<file path="config.mk">
export PLATFORM = sky130hd
export DESIGN_NAME = i2c_arb_master
export DESIGN_NICKNAME = d
export VERILOG_FILES = /design/src/rtl/i2cm_pkg.sv /design/src/rtl/i2cm_quarter_tick.sv /design/src/rtl/i2cm_line_sync.sv /design/src/rtl/i2c_arb_master.sv
export SDC_FILE = /design/constraint.sdc
export NUM_CORES = 1
export LEC_CHECK = 0
export ABC_AREA = 1
export BUFFER_PORTS_ARGS = -buffer_cell sky130_fd_sc_hd__buf_4
export CAP_MARGIN = 5
export CORE_MARGIN = 1
export CORE_UTILIZATION = 60
export DETAILED_ROUTE_END_ITERATION = 6
export PLACE_DENSITY = 0.85
export RECOVER_POWER = 50
export SYNTH_ARGS = -nofsm -noshare
export SYNTH_HDL_FRONTEND = slang
export SYNTH_SLANG_ARGS = --single-unit
</file>
<file path="constraint.sdc">
create_clock -name clk -period 4.9 [get_ports clk]
set_input_delay 0.98 -clock clk [delete_from_list [all_inputs] [get_ports clk]]
set_output_delay 0.98 -clock clk [all_outputs]
set_load 0.005 [all_outputs]
</file>
<file path="src/rtl/i2cm_pkg.sv">
package i2cm_pkg;
    localparam int BYTE_W = 8;
    localparam int ADDR_W = 7;

    typedef enum logic [2:0] {
        ST_IDLE,
        ST_START,
        ST_BIT,
        ST_ACK,
        ST_STOP
    } st_e;

    typedef enum logic [1:0] {
        MD_ADDR,
        MD_WRITE,
        MD_READ
    } md_e;
endpackage

</file>
<file path="src/rtl/i2cm_quarter_tick.sv">
module i2cm_quarter_tick #(
    parameter int DIV = 8
) (
    input  logic       clk,
    input  logic       rst_n,
    input  logic       run,
    output logic       tick,
    output logic [1:0] quarter
);
    localparam int CW = (DIV > 1) ? $clog2(DIV) : 1;
    localparam logic [CW-1:0] LAST = CW'(DIV - 1);

    logic [CW-1:0] cnt;

    assign tick = run && (cnt == LAST);

    always_ff @(posedge clk or negedge rst_n) begin
        if (!rst_n) begin
            cnt     <= '0;
            quarter <= 2'd0;
        end else if (!run) begin
            cnt     <= '0;
            quarter <= 2'd0;
        end else if (cnt == LAST) begin
            cnt     <= '0;
            quarter <= quarter + 2'd1;
        end else begin
            cnt <= cnt + CW'(1);
        end
    end

    // quarters advance in order and wrap to 0 after quarter 3
    a_r12_quarter_wrap: assert property (@(posedge clk) disable iff (!rst_n)
        (tick && quarter == 2'd3) |=> (quarter == 2'd0));
endmodule

</file>
<file path="src/rtl/i2cm_line_sync.sv">
module i2cm_line_sync #(
    parameter int STAGES = 2
) (
    input  logic clk,
    input  logic rst_n,
    input  logic scl_in,
    input  logic sda_in,
    output logic scl_s,
    output logic sda_s
);
    for (genvar g = 0; g < STAGES; g++) begin : g_stage
        logic [1:0] q;
        if (g == 0) begin : g_first
            always_ff @(posedge clk or negedge rst_n) begin
                if (!rst_n) q <= 2'b11;
                else        q <= {scl_in, sda_in};
            end
        end else begin : g_next
            always_ff @(posedge clk or negedge rst_n) begin
                if (!rst_n) q <= 2'b11;
                else        q <= g_stage[g-1].q;
            end
        end
    end

    assign scl_s = g_stage[STAGES-1].q[1];
    assign sda_s = g_stage[STAGES-1].q[0];
endmodule

</file>
<file path="src/rtl/i2c_arb_master.sv">
module i2c_arb_master
    import i2cm_pkg::*;
#(
    parameter int DIV   = 8,
    parameter int LEN_W = 4,
    parameter int SYNC  = 2
) (
    input  logic              clk,
    input  logic              rst_n,
    input  logic              cmd_valid,
    input  logic [ADDR_W-1:0] cmd_addr,
    input  logic              cmd_rw,
    input  logic [LEN_W-1:0]  cmd_len,
    input  logic [BYTE_W-1:0] wr_data,
    output logic              wr_req,
    output logic [BYTE_W-1:0] rd_data,
    output logic              rd_valid,
    output logic              ack_valid,
    output logic              ack_nack,
    output logic              busy,
    output logic              done,
    output logic              nack,
    output logic              arb_lost,
    input  logic              scl_i,
    input  logic              sda_i,
    output logic              scl_oe,
    output logic              sda_oe
);
    localparam int CNT_W    = $clog2(BYTE_W);
    localparam int MSB      = BYTE_W - 1;
    localparam logic [CNT_W-1:0] TOP_BIT = CNT_W'(MSB);
    localparam logic [LEN_W-1:0] ONE_LEFT = LEN_W'(1);

    st_e               state, st_n;
    md_e               mode;
    logic [BYTE_W-1:0] shreg, rx;
    logic [CNT_W-1:0]  bitcnt;
    logic [LEN_W-1:0]  rem;
    logic              rw_q, slot_nack;
    logic              nack_q, lost_q, done_q, rdv_q, ackv_q, ackn_q;
    logic              scl_s, sda_s, tick;
    logic [1:0]        quarter;
    logic              at_q2, at_q3, lose, finish, load_wr;
    logic              scl_low_n, sda_low_n;

    i2cm_line_sync #(.STAGES(SYNC)) u_sync (
        .clk    (clk),
        .rst_n  (rst_n),
        .scl_in (scl_i),
        .sda_in (sda_i),
        .scl_s  (scl_s),
        .sda_s  (sda_s)
    );

    i2cm_quarter_tick #(.DIV(DIV)) u_tick (
        .clk     (clk),
        .rst_n   (rst_n),
        .run     (state != ST_IDLE),
        .tick    (tick),
        .quarter (quarter)
    );

    assign at_q2 = tick && (quarter == 2'd2);
    assign at_q3 = tick && (quarter == 2'd3);

    // arbitration: we release SDA (intend 1) on an address/write bit, yet the bus is low while SCL is high
    assign lose = (state == ST_BIT) && at_q2 && (mode != MD_READ)
                  && shreg[MSB] && scl_s && !sda_s;

    always_comb begin
        unique case (mode)
            MD_ADDR:  finish = slot_nack || (rem == '0);
            MD_WRITE: finish = slot_nack || (rem == ONE_LEFT);
            MD_READ:  finish = (rem == ONE_LEFT);
            default:  finish = 1'b1;
        endcase
    end

    assign load_wr = (state == ST_ACK) && at_q3 && !finish
                     && ((mode == MD_WRITE) || ((mode == MD_ADDR) && !rw_q));

    // next-state logic
    always_comb begin
        st_n = state;
        unique case (state)
            ST_IDLE:  if (cmd_valid) st_n = ST_START;
            ST_START: if (at_q3) st_n = ST_BIT;
            ST_BIT: begin
                if (lose)                            st_n = ST_IDLE;
                else if (at_q3 && bitcnt == '0)      st_n = ST_ACK;
            end
            ST_ACK:   if (at_q3) st_n = finish ? ST_STOP : ST_BIT;
            ST_STOP:  if (at_q3) st_n = ST_IDLE;
            default:  st_n = ST_IDLE;
        endcase
    end

    // state register and datapath
    always_ff @(posedge clk or negedge rst_n) begin
        if (!rst_n) begin
            state     <= ST_IDLE;
            mode      <= MD_ADDR;
            shreg     <= '1;
            rx        <= '0;
            bitcnt    <= '0;
            rem       <= '0;
            rw_q      <= 1'b0;
            slot_nack <= 1'b0;
            nack_q    <= 1'b0;
            lost_q    <= 1'b0;
            done_q    <= 1'b0;
            rdv_q     <= 1'b0;
            ackv_q    <= 1'b0;
            ackn_q    <= 1'b0;
        end else begin
            state  <= st_n;
            done_q <= 1'b0;
            rdv_q  <= 1'b0;
            ackv_q <= 1'b0;
            unique case (state)
                ST_IDLE: begin
                    if (cmd_valid) begin
                        shreg     <= {cmd_addr, cmd_rw};
                        rw_q      <= cmd_rw;
                        rem       <= cmd_len;
                        mode      <= MD_ADDR;
                        bitcnt    <= TOP_BIT;
                        slot_nack <= 1'b0;
                        nack_q    <= 1'b0;
                        lost_q    <= 1'b0;
                    end
                end
                ST_START: ;
                ST_BIT: begin
                    if (at_q2) begin
                        rx <= {rx[MSB-1:0], sda_s};
                        if (lose) begin
                            lost_q <= 1'b1;
                            done_q <= 1'b1;
                        end
                    end
                    if (at_q3) begin
                        if (bitcnt == '0) begin
                            if (mode == MD_READ) rdv_q <= 1'b1;
                        end else begin
                            bitcnt <= bitcnt - CNT_W'(1);
                            shreg  <= {shreg[MSB-1:0], 1'b1};
                        end
                    end
                end
                ST_ACK: begin
                    if (at_q2) begin
                        slot_nack <= (mode != MD_READ) && sda_s;
                        if (mode != MD_READ) begin
                            ackv_q <= 1'b1;
                            ackn_q <= sda_s;
                            if (sda_s) nack_q <= 1'b1;
                        end
                    end
                    if (at_q3 && !finish) begin
                        bitcnt <= TOP_BIT;
                        if (load_wr) begin
                            shreg <= wr_data;
                            mode  <= MD_WRITE;
                        end else begin
                            shreg <= '1;
                            mode  <= MD_READ;
                        end
                        if (mode != MD_ADDR) rem <= rem - ONE_LEFT;
                    end
                end
                ST_STOP: begin
                    if (at_q3) done_q <= 1'b1;
                end
                default: ;
            endcase
        end
    end

    // line drive for the current quarter
    always_comb begin
        scl_low_n = 1'b0;
        sda_low_n = sda_oe;
        unique case (state)
            ST_IDLE: begin
                scl_low_n = 1'b0;
                sda_low_n = 1'b0;
            end
            ST_START: begin
                scl_low_n = 1'b0;
                sda_low_n = quarter[1];
            end
            ST_BIT: begin
                scl_low_n = !quarter[1];
                if (quarter != 2'd0) sda_low_n = (mode != MD_READ) && !shreg[MSB];
            end
            ST_ACK: begin
                scl_low_n = !quarter[1];
                if (quarter != 2'd0) sda_low_n = (mode == MD_READ) && (rem != ONE_LEFT);
            end
            ST_STOP: begin
                scl_low_n = !quarter[1];
                if (quarter != 2'd0) sda_low_n = (quarter != 2'd3);
            end
            default: begin
                scl_low_n = 1'b0;
                sda_low_n = 1'b0;
            end
        endcase
    end

    always_ff @(posedge clk or negedge rst_n) begin
        if (!rst_n) begin
            scl_oe <= 1'b0;
            sda_oe <= 1'b0;
        end else begin
            scl_oe <= scl_low_n;
            sda_oe <= sda_low_n;
        end
    end

    assign wr_req    = load_wr;
    assign rd_data   = rx;
    assign rd_valid  = rdv_q;
    assign ack_valid = ackv_q;
    assign ack_nack  = ackn_q;
    assign busy      = (state != ST_IDLE);
    assign done      = done_q;
    assign nack      = nack_q;
    assign arb_lost  = lost_q;

    // an idle block leaves both lines to the pull-ups
    a_r1_idle_released: assert property (@(posedge clk) disable iff (!rst_n)
        !busy |-> (!scl_oe && !sda_oe));

    // inside a bit or acknowledge slot SDA moves only while SCL is pulled low
    a_r3_sda_still_scl_high: assert property (@(posedge clk) disable iff (!rst_n)
        ((state == ST_BIT || state == ST_ACK) && !$stable(sda_oe)) |-> scl_oe);

    // on arbitration loss neither line is being pulled
    a_r8_release_on_loss: assert property (@(posedge clk) disable iff (!rst_n)
        $rose(arb_lost) |-> (!scl_oe && !sda_oe));

    // done lasts one cycle and only while idle
    a_r10_done_pulse: assert property (@(posedge clk) disable iff (!rst_n)
        done |=> !done);
    a_r10_done_idle: assert property (@(posedge clk) disable iff (!rst_n)
        done |-> !busy);
endmodule

</file>
==> metrics.yaml, run 1 <==
clocking:
  h-tree-depth: 2
  post-cts-setup-buffers: 0
  clockBufferDepth: 2
  cts_sinks: 47
  cts_hold_buf: 0
  cts_buffers: 5
  clock-root-buffer: "clkbuf_8"
  cts_resized: 0
  clk_pin_slew_ns: 0.09
  cts_tree: "built"
  worstSkewPairLatency_ns: 0.30
worst_hold_path:
  hold_depth: 0
  min_to: "u_sync.g_stage[1].q[0]"
  hold_class: "reg -> reg"
  hold_path.startpoint: "u_sync.g_stage[0].q[0]"
routing:
  dr_wl_met3_um: 185
  wirelength_um: 5310
  wl_per_cell_um: 12.8
  ant_nets: 0
  route.detailed.drc: 0
  first_pass_iters: 4
  drt-met1-wl_um: 2410
  vias: 2174
  wl_met2_um: 2630
  dr.first_iter.drc_count: 132
  viasPerCell: 5.23
  routed.top_layer: "met4"
status:
  status: "complete, but fails checks"
  violations: "capacitance limit, slew limit"
pwr:
  p_sw_frac: 0.457
  clkPwrFrac: 0.147
  p_sw_uw: 753
  vdd.ir_drop.worst_mv: 0.330
  seq_power_share: 0.356
  leakage_nw: 1.62
  p_per_area_nw_per_um2: 562
  p_int_uw: 895
  pwr-share-comb: 0.497
  fin_total_pwr_mw: 1.65
die:
  die_width_um: 66.6
  die_h_um: 66.6
  start_util: 0.626
  coreArea_sq_um: 4000
  ios: 43
  rows: 23
  fp.dieArea_sq_um: 4440
global_routing:
  grt_max_degree: 48
  grt_pass1_vias: 1945
  grt_overflow: 0
  antenna_found_initial: 0
  grt_usage: 0.256
  grt_pass1_wl_um: 8540
placement:
  numPortBuffers: 42
  placed_cells: 408
  post_dp_cell_area_sq_um: 2850
  dp.final_hpwl_um: 3850
  dp_slack_ns: 2.37
  place_congestion: 0.970
synth:
  async_reset_ff_frac: 1.00
  ys.flop_type: "dfrtp_1"
  synth-edff-count: 0
  yosys-top-cells-area: "dfrtp_1 (35%), dfstp_2 (13%), nand2_1 (12%), inv_1 (7.5%), nor2_1 (7.3%)"
  synth_cells: 321
  synth_top_area_share: 0.350
  yosysWarnings: 0
  synth_area_leader_cell: "dfrtp_1"
  syn-num-nets: 355
  yosysSeqAreaShare: 0.476
  synth-seq-cells: 47
  synth_cell_types: 30
  synth_area_per_cell_sq_um: 7.80
  netlist_area_sq_um: 2500
sta:
  fin_crit_ns: 3.04
  max_freq_mhz: 329
  final-hold-violation-count: 0
  whs_ns: 0.362
  finalSetupTns_ns: 0
  setup_viol: 0
  relSlewSlack: -0.625
  fin_ws_ns: 1.86
  tightestPinTransition_ns: 2.44
  finClkSkew_ns: 0.00606
  rsz0062_at_grt: "false"
  final_max_slew_viol_count: 48
  fin_crit_sh: 0.620
setup_path:
  worst-path-buf-inv: 4
  max_stage_delay_ns: 0.40
  rr_startpoint: "state[2]"
  cpMaxStageDelayCell: "dfrtp_1"
  crit_type: "reg -> out"
  critPathRequiredTime_ns: 3.92
  rr_worst_depth: 8
  crit_fanout: 13
  crit_path_cell_trace: "inv_2 > nand2_1 > inv_2 > nand2_1 > nor2_2 > nand3_1 > inv_1 > buf_4"
  crit_arrival_ns: 2.06
  r2r_slack_ns: 2.50
  reg2reg_to: "bitcnt[1]"
  cp_top_family: "simple AND/OR/NAND/NOR gates"
  start_kind: "flip-flop"
  end_kind: "primary output"
finish:
  area_growth_pct: 17.0
  fillers: 327
  final-seq-area_sq_um: 1190
  finish.instance_area_sq_um: 2930
  n_antenna_cell: 0
  nNetsFinal: 399
  multi_input_area_sq_um: 1080
  fin_cells: 416
  postLayoutCoreUtil: 0.733
  drive_gt1_frac: 0.213
flow_run:
  maxCapViolCount: 1
[worst max-delay path by stage]
stage | from | to | slack (ns) | cells past startpoint
after floorplan | rem[0] | wr_req | 2.77 | 9
after global placement | state[2] | wr_req | 2.43 | 8
after detailed placement | state[2] | wr_req | 2.37 | 8
after CTS | state[2] | wr_req | 2.01 | 8
after global routing | rst_n | state[0] | 1.57 | 1
final | state[2] | wr_req | 1.86 | 8
[power groups by stage]
| stage | combinational, mW | sequential, mW | clock [mW] |
|---|---|---|---|
| 3_5_place_dp | 0.813 | 0.595 | 0 |
| 4_1_cts | 0.821 | 0.588 | 0.245 |
| 6_report | 0.819 | 0.587 | 0.242 |
| 3_3_place_gp | 0.784 | 0.590 | 0 |
| 5_1_grt | 0.931 | 0.598 | 0.262 |
| 2_1_floorplan | 0.654 | 0.580 | 0 |
[kinds of logic (layout without fill, tap and decap cells)]
kind of cell    after synthesis  count (layout)  synth area share
xor+xnor                      1               1           0.00350
fa+ha+maj                     9               9            0.0450
simple gates                164             164             0.288
flops                        47              47             0.476
compound gates               41              41            0.0894
buf+inv                      58             103            0.0939
mux                           1               1           0.00450
[layout make-up]
class,instances,share of cell area
clock buffer,5,0.0235
clock inverter,3,0.00768
inverter,53,0.0679
multi-input combinational,216,0.367
sequential,47,0.406
tap,50,0.0213
timing repair buffer,42,0.106
[synthesized netlist by cell type (3+ instances only)]
cell type	n
a21oi_1	6
dfrtp_1	35
dfstp_2	12
ha_1	9
inv_1	50
inv_2	3
nand2_1	80
nand3_1	11
nand4_1	10
nor2_1	49
nor2_2	3
o21ai_0	26
o21ai_1	5
[flip-flops by register name, indices dropped and copies added (netlist names), 2 cells and up]
signal / cells
mode: 2
u_tick.quarter: 2
state: 3
u_tick.cnt: 3
bitcnt: 3
u_sync.g_stage.q: 4
shreg: 8
rem: 4
rd_data: 8
[cells in the final DEF (no fill, tap or decap), drive strengths merged]
cell and count:
dfrtp 35, nand3 14, nand2 82, o211ai 1
or2 2, nor3 1, inv 54, o21ai 32
dfstp 12, ha 9, mux2 1, nand4 10
nor4 2, a21oi 7, nor2 53, buf 38
clkbuf 9, a31oi 1, clkinv 2, xor2 1
[metal layers]
layer / global-route usage / vias up
met3: 0.0360 / 10
met5: 0 / -
met2: 0.433 / 43
li1: - / 1087
met1: 0.331 / 1034
met4: 0.0957 / 0
(Power assumes the default switching activity.)
==> run 2, diff against run 1 <==
--- a/config.mk
+++ b/config.mk
@@ -9,9 +9,9 @@
 export BUFFER_PORTS_ARGS = -buffer_cell sky130_fd_sc_hd__buf_4
 export CAP_MARGIN = 5
 export CORE_MARGIN = 1
-export CORE_UTILIZATION = 60
+export CORE_UTILIZATION = 56
 export DETAILED_ROUTE_END_ITERATION = 6
-export PLACE_DENSITY = 0.85
+export PLACE_DENSITY = 0.8
 export RECOVER_POWER = 50
 export SYNTH_ARGS = -nofsm -noshare
 export SYNTH_HDL_FRONTEND = slang
==> constraint.sdc (replaced) <==
create_clock -name clk -period 2.8 [get_ports clk]
set_input_delay 0.56 -clock clk [delete_from_list [all_inputs] [get_ports clk]]
set_output_delay 0.56 -clock clk [all_outputs]
set_load 0.005 [all_outputs]
==> run 2 against run 1 <==
- the run now ends clean
- global-route usage is 2.2 points lower
- sequential share of layout area up 0.17 points
- critical path depth unchanged
- clock-buffer cell count rose by 1
- critical endpoint unchanged
- highest routed layer unchanged
==> metrics.yaml, run 2 (synthesis gave the netlist of run 1 again) <==
status:
  status: "completed"  # was complete, but fails checks
setup_path:
  rr_startpoint: "state[0]"  # was state[2]
  critPathRequiredTime_ns: 2.24  # was 3.92 ns
  start_kind: "flip-flop"  # unchanged
  crit_fanout: 13  # unchanged
  crit_arrival_ns: 1.87  # was 2.06 ns
  rr_worst_depth: 8  # unchanged
  crit_type: "reg -> out"  # unchanged
  end_kind: "primary output"  # unchanged
  r2r_slack_ns: 0.74  # was 2.50 ns
  reg2reg_to: "state[2]"  # was bitcnt[1]
routing:
  route.detailed.drc: 0  # unchanged
  wirelength_um: 5100  # was 5310 um
  wl_per_cell_um: 12.2  # was 12.8 um
  ant_nets: 0  # unchanged
  vias: 2187  # was 2174
  first_pass_iters: 5  # was 4
  viasPerCell: 5.24  # was 5.23
  dr.first_iter.drc_count: 178  # was 132
finish:
  nNetsFinal: 400  # was 399
  final_common_cell: "nand2_1"  # unchanged
  area_growth_pct: 16.5  # was 17.0%
  fillers: 357  # was 327
  drive_gt1_frac: 0.210  # was 0.213
  fin_cells: 417  # was 416
  final_cell_mix: "nand2_1 (81), inv_1 (50), nor2_1 (50), buf_4 (38), dfrtp_1 (35)"  # was nand2_1 (81), inv_1 (50), nor2_1 (49), buf_4 (38), dfrtp_1 (35)
  n_antenna_cell: 0  # unchanged
global_routing:
  gr-usage-met1: 0.293  # was 0.331
  antenna_found_initial: 0  # unchanged
  use_met2: 0.390  # was 0.433
  grt_pass1_wl_um: 8140  # was 8540 um
  groute.layer.met3.usage: 0.0609  # was 0.0360
  grt_overflow: 0  # unchanged
  grt_max_degree: 48  # unchanged
  grt_pass1_vias: 1929  # was 1945
  grt_usage: 0.234  # was 0.256
  busiest_layer: "met2"  # unchanged
placement:
  dp.final_hpwl_um: 3810  # was 3850 um
  place_congestion: 0.895  # was 0.970
  placed_cells: 409  # was 408
  numPortBuffers: 42  # unchanged
worst_hold_path:
  hold_depth: 1  # was 0
  hold_class: "in -> reg"  # was reg -> reg
  min_to: "u_sync.g_stage[0].q[0]"  # was u_sync.g_stage[1].q[0]
  hold_path.startpoint: "sda_i"  # was u_sync.g_stage[0].q[0]
pwr:
  fin_total_pwr_mw: 2.83  # was 1.65 mW
  vdd.ir_drop.worst_mv: 0.502  # was 0.330 mV
  leakage_nw: 1.62  # about the same
  p_per_area_nw_per_um2: 971  # was 562 nW/um^2
clocking:
  cts_buffers: 5  # unchanged
  worstSkewPairLatency_ns: 0.31  # was 0.30 ns
  h-tree-depth: 2  # unchanged
  cts_sinks: 47  # unchanged
  post-cts-setup-buffers: 0  # unchanged
  cts_resized: 0  # unchanged
  clockBufferDepth: 2  # unchanged
  clock-root-buffer: "clkbuf_8"  # unchanged
  clk_pin_slew_ns: 0.08  # was 0.09 ns
  cts_tree: "built"  # unchanged
  cts_hold_buf: 0  # unchanged
die:
  ios: 43  # unchanged
  rows: 23  # unchanged
  coreArea_sq_um: 4140  # was 4000 sq um
  start_util: 0.604  # was 0.626
  die_width_um: 68.9  # was 66.6 um
  die_h_um: 68.9  # was 66.6 um
  fp.dieArea_sq_um: 4740  # was 4440 sq um
sta:
  finClkSkew_ns: 0.00898  # was 0.00606 ns
  tightestPinTransition_ns: 1.10  # was 2.44 ns
  setup_viol: 0  # unchanged
  final-hold-violation-count: 0  # unchanged
  rsz0062_at_grt: "false"  # unchanged
  relSlewSlack: 0.265  # was -0.625
  fin_crit_ns: 2.43
  fin_crit_sh: 0.867
  final_max_slew_viol_count: 0  # was 48
  finalSetupTns_ns: 0  # unchanged
  max_freq_mhz: 412
flow_run:
  maxCapViolCount: 0  # was 1
[run 2: area by class of cell]
class	instances	area [sq um]	share of cell area
timing repair buffer	43	317	0.108
inverter	53	199	0.0682
tap	50	62.6	0.0214
sequential	47	1190	0.408
clock inverter	2	13.8	0.00471
multi-input combinational	216	1060	0.364
clock buffer	6	72.6	0.0249
[run 2: worst max path at each step]
stage                         from     end  slack (ns)  cells after the start
after global routing      state[2]  wr_req        0.18                      8
after detailed placement  state[2]  wr_req        0.67                      8
final                     state[2]  wr_req        0.37                      8
after CTS                 state[2]  wr_req        0.33                      8
after global placement    state[2]  wr_req        0.75                      8
after floorplan             rem[0]  wr_req        1.09                      9
[run 2: metrics by stage]
stage           util  hold WS (ns)  cell area, sq um  setup WS [ns]
6_report       0.704         0.359              2920          0.372
5_1_grt        0.704         0.350              2920          0.181
4_1_cts        0.710         0.266              2940          0.333
3_5_place_dp   0.689         0.351              2850          0.671
3_3_place_gp   0.689         0.345              2850          0.752
2_1_floorplan      -         0.264              2500           1.09
[run 2: worst max-delay path, cell delays in order (launching register included)]
cell and delay [ns]:
dfrtp_1 0.39, inv_2 0.09, nand2_2 0.17, inv_2 0.11, nand2_1 0.25, nor2_2 0.24, nand3_1 0.13, inv_1 0.07
buf_4 0.10
[run 2: where the power goes]
group          switching, mW  total, mW  internal [mW]
registers              0.107       1.02          0.914
logic                  0.939       1.41          0.470
clock network          0.227      0.404          0.176
total                   1.27       2.83           1.56
[run 2: metal layers]
layer / up-vias / part of all wire / routed length, um
met4: 0 / 0.018 / 94
met3: 11 / 0.057 / 293
li1: 1094 / - / -
met2: 68 / 0.48 / 2420
met1: 1014 / 0.45 / 2290
met5: - / 0 / 0
